### config.mk
export PLATFORM = sky130hd
export DESIGN_NAME = btb_top
export DESIGN_NICKNAME = d
export VERILOG_FILES = /design/src/rtl/btb_pkg.sv /design/src/rtl/btb_addr_split.sv /design/src/rtl/btb_store.sv /design/src/rtl/btb_resolver.sv /design/src/rtl/btb_top.sv
export SDC_FILE = /design/constraint.sdc
export NUM_CORES = 2
export LEC_CHECK = 0
export BUFFER_PORTS_ARGS = -buffer_cell sky130_fd_sc_hd__buf_2
export CAP_MARGIN = 10
export CORE_MARGIN = 1
export CORE_UTILIZATION = 30
export CTS_BUF_LIST = sky130_fd_sc_hd__clkbuf_8 sky130_fd_sc_hd__clkbuf_16
export DETAILED_ROUTE_END_ITERATION = 10
export PLACE_DENSITY = 0.43
export SKIP_CTS_REPAIR_TIMING = 1
export SLEW_MARGIN = 25
export SYNTH_ARGS = -nofsm -noshare
export SYNTH_HDL_FRONTEND = slang
export SYNTH_HIERARCHICAL = 1
export SYNTH_SLANG_ARGS = --single-unit
### constraint.sdc
create_clock -name clk -period 6.3 [get_ports clk]
set_clock_uncertainty 0.05 [all_clocks]
set_input_delay 0 -clock clk [delete_from_list [all_inputs] [get_ports clk]]
set_output_delay 0 -clock clk [all_outputs]
set_load 0.02 [all_outputs]
### src/rtl/btb_pkg.sv
package btb_pkg;
   typedef enum logic [1:0] {
      TBL_KEEP  = 2'd0,
      TBL_FILL  = 2'd1,
      TBL_EVICT = 2'd2
   } tbl_op_e;

   function automatic int unsigned log2c(input int unsigned v);
      int unsigned r;
      r = 0;
      while ((32'd1 << r) < v) r++;
      return r;
   endfunction
endpackage

### src/rtl/btb_addr_split.sv
module btb_addr_split #(
   parameter int unsigned PC_W  = 32,
   parameter int unsigned IDX_W = 6,
   parameter int unsigned OFF_W = 2
) (
   input  logic [PC_W-1:0]             addr,
   output logic [IDX_W-1:0]            idx,
   output logic [PC_W-IDX_W-OFF_W-1:0] tag
);
   localparam int unsigned TAG_LO = IDX_W + OFF_W;

   always_comb begin
      idx = addr[TAG_LO-1:OFF_W];
      tag = addr[PC_W-1:TAG_LO];
   end
endmodule

### src/rtl/btb_store.sv
module btb_store
   import btb_pkg::*;
#(
   parameter int unsigned ENTRIES = 64,
   parameter int unsigned TAG_W   = 24,
   parameter int unsigned TGT_W   = 32,
   localparam int unsigned IDX_W  = log2c(ENTRIES)
) (
   input  logic             clk,
   input  logic             rst_n,
   input  logic [IDX_W-1:0] rd_idx,
   output logic             rd_valid,
   output logic [TAG_W-1:0] rd_tag,
   output logic [TGT_W-1:0] rd_tgt,
   input  tbl_op_e          wr_op,
   input  logic [IDX_W-1:0] wr_idx,
   input  logic [TAG_W-1:0] wr_tag,
   input  logic [TGT_W-1:0] wr_tgt
);
   logic [ENTRIES-1:0] valid_q;
   logic [TAG_W-1:0]   tag_q [ENTRIES];
   logic [TGT_W-1:0]   tgt_q [ENTRIES];

   for (genvar e = 0; e < ENTRIES; e++) begin : g_entry
      logic sel;
      logic fill;
      logic evict;

      always_comb begin
         sel   = (wr_idx == IDX_W'(e));
         fill  = sel && (wr_op == TBL_FILL);
         evict = sel && (wr_op == TBL_EVICT) && (tag_q[e] == wr_tag);
      end

      always_ff @(posedge clk) begin
         if (!rst_n) begin
            valid_q[e] <= 1'b0;
         end else if (fill) begin
            valid_q[e] <= 1'b1;
         end else if (evict) begin
            valid_q[e] <= 1'b0;
         end
      end

      always_ff @(posedge clk) begin
         if (fill) begin
            tag_q[e] <= wr_tag;
            tgt_q[e] <= wr_tgt;
         end
      end
   end

   always_comb begin
      rd_valid = valid_q[rd_idx];
      rd_tag   = tag_q[rd_idx];
      rd_tgt   = tgt_q[rd_idx];
   end
endmodule

### src/rtl/btb_resolver.sv
module btb_resolver
   import btb_pkg::*;
#(
   parameter int unsigned PC_W       = 32,
   parameter int unsigned INST_BYTES = 4
) (
   input  logic            res_valid,
   input  logic [PC_W-1:0] res_pc,
   input  logic            res_taken,
   input  logic [PC_W-1:0] res_target,
   input  logic            res_pred_taken,
   input  logic [PC_W-1:0] res_pred_target,
   output logic            flush,
   output logic [PC_W-1:0] flush_pc,
   output tbl_op_e         op
);
   logic dir_miss;
   logic tgt_miss;
   logic wrong;

   always_comb begin
      dir_miss = (res_pred_taken != res_taken);
      tgt_miss = res_pred_taken && res_taken && (res_pred_target != res_target);
      wrong    = dir_miss || tgt_miss;
      flush    = res_valid && wrong;
      flush_pc = '0;
      if (flush) flush_pc = res_taken ? res_target : (res_pc + PC_W'(INST_BYTES));
      op = TBL_KEEP;
      if (res_valid) begin
         if (res_taken && !res_pred_taken) op = TBL_FILL;
         else if (res_pred_taken && wrong) op = TBL_EVICT;
      end
   end
endmodule

### src/rtl/btb_top.sv
module btb_top
   import btb_pkg::*;
#(
   parameter int unsigned PC_W          = 32,
   parameter int unsigned ENTRIES       = 64,
   parameter int unsigned INST_BYTES    = 4,
   parameter bit          ALIGN_TARGETS = 1'b0
) (
   input  logic            clk,
   input  logic            rst_n,
   input  logic [PC_W-1:0] fetch_pc,
   output logic            pred_hit,
   output logic [PC_W-1:0] pred_target,
   output logic [PC_W-1:0] next_pc,
   input  logic            res_valid,
   input  logic [PC_W-1:0] res_pc,
   input  logic            res_taken,
   input  logic [PC_W-1:0] res_target,
   input  logic            res_pred_taken,
   input  logic [PC_W-1:0] res_pred_target,
   output logic            flush,
   output logic [PC_W-1:0] flush_pc
);
   localparam int unsigned IDX_W = log2c(ENTRIES);
   localparam int unsigned OFF_W = log2c(INST_BYTES);
   localparam int unsigned TAG_W = PC_W - IDX_W - OFF_W;
   localparam int unsigned TGT_W = ALIGN_TARGETS ? (PC_W - OFF_W) : PC_W;

   if ((32'd1 << IDX_W) != ENTRIES || ENTRIES < 2) begin : g_bad_entries
      $error("ENTRIES must be a power of two, at least 2");
   end
   if ((32'd1 << OFF_W) != INST_BYTES || INST_BYTES < 2) begin : g_bad_inst
      $error("INST_BYTES must be a power of two, at least 2");
   end
   if (PC_W <= IDX_W + OFF_W) begin : g_bad_pc
      $error("PC_W too narrow for index and offset");
   end

   logic [IDX_W-1:0] lk_idx, wr_idx;
   logic [TAG_W-1:0] lk_tag, wr_tag, rd_tag;
   logic [TGT_W-1:0] rd_tgt, wr_tgt;
   logic             rd_valid;
   logic [PC_W-1:0]  rd_target;
   tbl_op_e          op;

   btb_addr_split #(.PC_W(PC_W), .IDX_W(IDX_W), .OFF_W(OFF_W)) u_split_lk (
      .addr(fetch_pc), .idx(lk_idx), .tag(lk_tag)
   );

   btb_addr_split #(.PC_W(PC_W), .IDX_W(IDX_W), .OFF_W(OFF_W)) u_split_wr (
      .addr(res_pc), .idx(wr_idx), .tag(wr_tag)
   );

   if (ALIGN_TARGETS) begin : g_tgt_aligned
      always_comb begin
         wr_tgt    = res_target[PC_W-1:OFF_W];
         rd_target = {rd_tgt, {OFF_W{1'b0}}};
      end
   end else begin : g_tgt_full
      always_comb begin
         wr_tgt    = res_target;
         rd_target = rd_tgt;
      end
   end

   btb_store #(.ENTRIES(ENTRIES), .TAG_W(TAG_W), .TGT_W(TGT_W)) u_store (
      .clk(clk), .rst_n(rst_n),
      .rd_idx(lk_idx), .rd_valid(rd_valid), .rd_tag(rd_tag), .rd_tgt(rd_tgt),
      .wr_op(op), .wr_idx(wr_idx), .wr_tag(wr_tag), .wr_tgt(wr_tgt)
   );

   btb_resolver #(.PC_W(PC_W), .INST_BYTES(INST_BYTES)) u_res (
      .res_valid(res_valid), .res_pc(res_pc), .res_taken(res_taken),
      .res_target(res_target), .res_pred_taken(res_pred_taken),
      .res_pred_target(res_pred_target),
      .flush(flush), .flush_pc(flush_pc), .op(op)
   );

   always_comb begin
      pred_hit    = rd_valid && (rd_tag == lk_tag);
      pred_target = pred_hit ? rd_target : '0;
      next_pc     = pred_hit ? rd_target : (fetch_pc + PC_W'(INST_BYTES));
   end
endmodule

==> reports/summary.txt <==
Status = completed
Die width = 732 um
Clock Latency Late Sink = 1.03 ns
Fin crit period = 5.84 ns
Vias after detailed routing = 91600
Placement Setup Slack = 0.946 ns
Post-synthesis sequential area ratio = 68.2%
Drt total wl = 648000 um
Worst Setup Start Kind = register
Clock transition at the registers of the reported paths = 0.06 ns
Critical Path AT = 5.79 ns
Worst path max stage delay = 0.72 ns
H-tree depth = 5
Setup TNS Final = 0 ns
Drc violations = 0
Gr usage total = 23.3%
Leak pwr = 57.9 nW
# Max-Cap Violations = 0
CP Capture Type = primary output
Vias per Instance = 5.48
Predominant post-synthesis flop cell = edfxtp_1
Port buffer count = 230
Fin crit share = 92.8%
CTS tree = built
Yosys warns = 6
FFs w/ async S/R, synth = 0%
Gr ovfl total = 0
Worst slew pin tran = 1.14 ns
Critical path class = register to primary output
DR iter-0 viols = 11100
Power per standard cell area = 293 nW/um^2
Post-synth EDFFs = 3584
First-pass GRT wire length = 854000 um
Total CTS buffers = 409
Cell Area, Placed = 172000 sq um
Reg2Reg Depth = 5
Commonest non-fill, non-tap cell in the layout = edfxtp_1
Setup ws final = 0.457 ns
CP Cell Sequence = mux4_2 > a221oi_1 > o21ai_0 > nand2_1 > nor2_1 > xnor2_1 > nand4_1 > or4_1 > nor4_2 > buf_12 > mux2_1 > buf_2
First-pass DRT Iterations = 5
Distinct cells, synth = 60
Final Cell Area = 186000 sq um
Crit path max-delay family = simple AND/OR/NAND/NOR gates
Area grow syn2layout = 16.4%
Share of post-route cells with drive strength above 1 = 23.6%
Gpl congestion = 0.885
Sinks on Clock Net = 3648
Post-route ant nets = 0
Number of global-route vias before repair = 91200
Die span in y = 732 um
Die area = 536000 sq um
Worst hold path type = primary input to register
Crit path depth = 12
Final Net Count = 9487
Mapped Avg Cell Area = 18.2 sq um
Synth Net Count = 8925
# IOs = 231
Unrepaired setup endpoints after global routing = no
Cell count after synthesis = 8788
Slew Viols, Final = 0
Commonest non-fill, non-tap cells in the layout = edfxtp_1, xnor2_1, mux4_2
Worst-path fanout max = 65
WL per Instance = 38.7 um
Largest net degree at the start of global routing = 96
Maximum clock insertion buffer count = 4
Relative slew slack = 23.9%
Peak Freq = 171 MHz
Peak supply drop = 0.230 mV
Initial Util = 30.2%
Syn Std Cell Area = 160000 sq um
Hold Path Depth = 2
Initial antenna violation count = 68
Hold Vio Cnt, Final = 0
Buf/Inv on CP = 2
Core area = 530000 sq um
CTS Root Buffer Type = clkbuf_16
Worst endpoint required time = 6.25 ns
#FFs+latches synth = 3648
Dpl hpwl = 436000 um
Final setup violating endpoints = 0
Slowest library cell on the worst path = a221oi_1
Site row count = 267
[cell type report]
| type | instances | area (sq um) |
|---|---|---|
| multi-input combinational | 4466 | 48300 |
| sequential | 3648 | 109000 |
| tap | 6994 | 8750 |
| timing repair buffer | 758 | 6690 |
| clock buffer | 416 | 10400 |
| fill | 49600 | 344000 |
| antenna | 34 | 85.1 |
| clock inverter | 340 | 2650 |
| inverter | 67 | 269 |
[layer usage]
layer / vias up / track usage (%) / part of all wire (%)
met1: 50300 / 32.0 / 42
met5: - / 0 / 0.0042
met4: 4 / 6.86 / 3.5
li1: 36500 / - / -
met3: 799 / 3.14 / 6.4
met2: 4023 / 38.5 / 48
[path summary, 6_finish.rpt]
path / from / end / slack, ns
worst min-delay path: res_pc[26] / u_store/tag_q[21][18] / 0.02
worst max register to register: u_store/tag_q[2][9] / u_store/valid_q[2] / 3.77
worst max-delay path: u_store/tag_q[22][0] / next_pc[28] / 0.46
worst min register to register: u_store/valid_q[37] / u_store/valid_q[37] / 0.43
[registers in the layout, indices dropped and copies added (netlist names)]
register         cells
u_store/tag_q     1536
u_store/tgt_q     2048
u_store/valid_q     64
[cell families (layout without fill, tap and decap cells)]
group	after synthesis	in the layout	synth area share, %
and+or+nand+nor	1029	1029	3.50
AOI/OAI and AO/OA	641	641	2.82
other	0	34	0
adders and majority gates	4	4	0.0313
muxes	1160	1160	14.6
DFF	3648	3648	68.2
xor gates and xnor gates	1632	1632	8.95
buffers and inverters	674	1581	1.95
[stage by stage]
| stage | total power, mW | hold slack, ns | instances | utilization, % |
|---|---|---|---|---|
| floorplan | 29.3 | 0.0489 | 8788 | - |
| global placement | 31.4 | 0.316 | 15800 | 32.5 |
| detailed placement | 31.4 | 0.301 | 15800 | 32.5 |
| CTS | 55.0 | -0.749 | 16600 | 34.9 |
| global route | 55.9 | -0.0216 | 16700 | 35.1 |
| finish | 54.6 | 0.0152 | 16700 | 35.1 |
[power by group]
| group | total, mW | internal (mW) | switching (mW) |
|---|---|---|---|
| Sequential | 26.7 | 26.7 | 0.0233 |
| Clock | 23.7 | 13.3 | 10.3 |
| Combinational | 4.20 | 1.30 | 2.90 |
| Total | 54.6 | 41.3 | 13.2 |
[worst register-to-register path, delay by kind of cell, from the launching register on]
family                    cells  cell delay, ns
and+or+nand+nor               2            1.18
DFF                           1            0.42
AOI/OAI and AO/OA             2            0.41
xor gates and xnor gates      1            0.40
[synth_stat cells, types with 4 or more instances]
cell	number	area share, %
nand2b_1	19	0.074
mux2_1	16	0.11
inv_1	67	0.16
nand2_1	88	0.21
buf_1	76	0.18
nor2b_1	15	0.059
o41ai_1	10	0.055
buf_2	234	0.73
nor4_1	180	0.70
or2_2	5	0.020
and2_1	38	0.15
o41a_1	13	0.092
mux4_2	933	13
a21boi_0	10	0.047
a221oi_1	92	0.50
o31a_1	10	0.055
and4_1	8	0.044
buf_4	64	0.30
mux2_2	16	0.11
mux2i_1	195	1.2
a21oi_1	106	0.33
nor3_1	116	0.36
o21ai_0	104	0.33
o22ai_1	102	0.40
o221ai_1	46	0.25
edfxtp_1	3584	67
clkbuf_1	225	0.53
o21a_1	63	0.30
nand4_1	227	0.89
xor2_1	686	3.8
dfxtp_1	64	0.80
buf_6	6	0.042
ha_1	4	0.031
a2111oi_2	5	0.047
or4_1	25	0.12
nand3_1	93	0.29
a211oi_1	25	0.12
and3_1	7	0.027
o31ai_1	8	0.038
nor2_1	190	0.45
a41oi_1	38	0.21
xnor2_1	946	5.2
No activity file was read; power rests on OpenSTA's default activity.
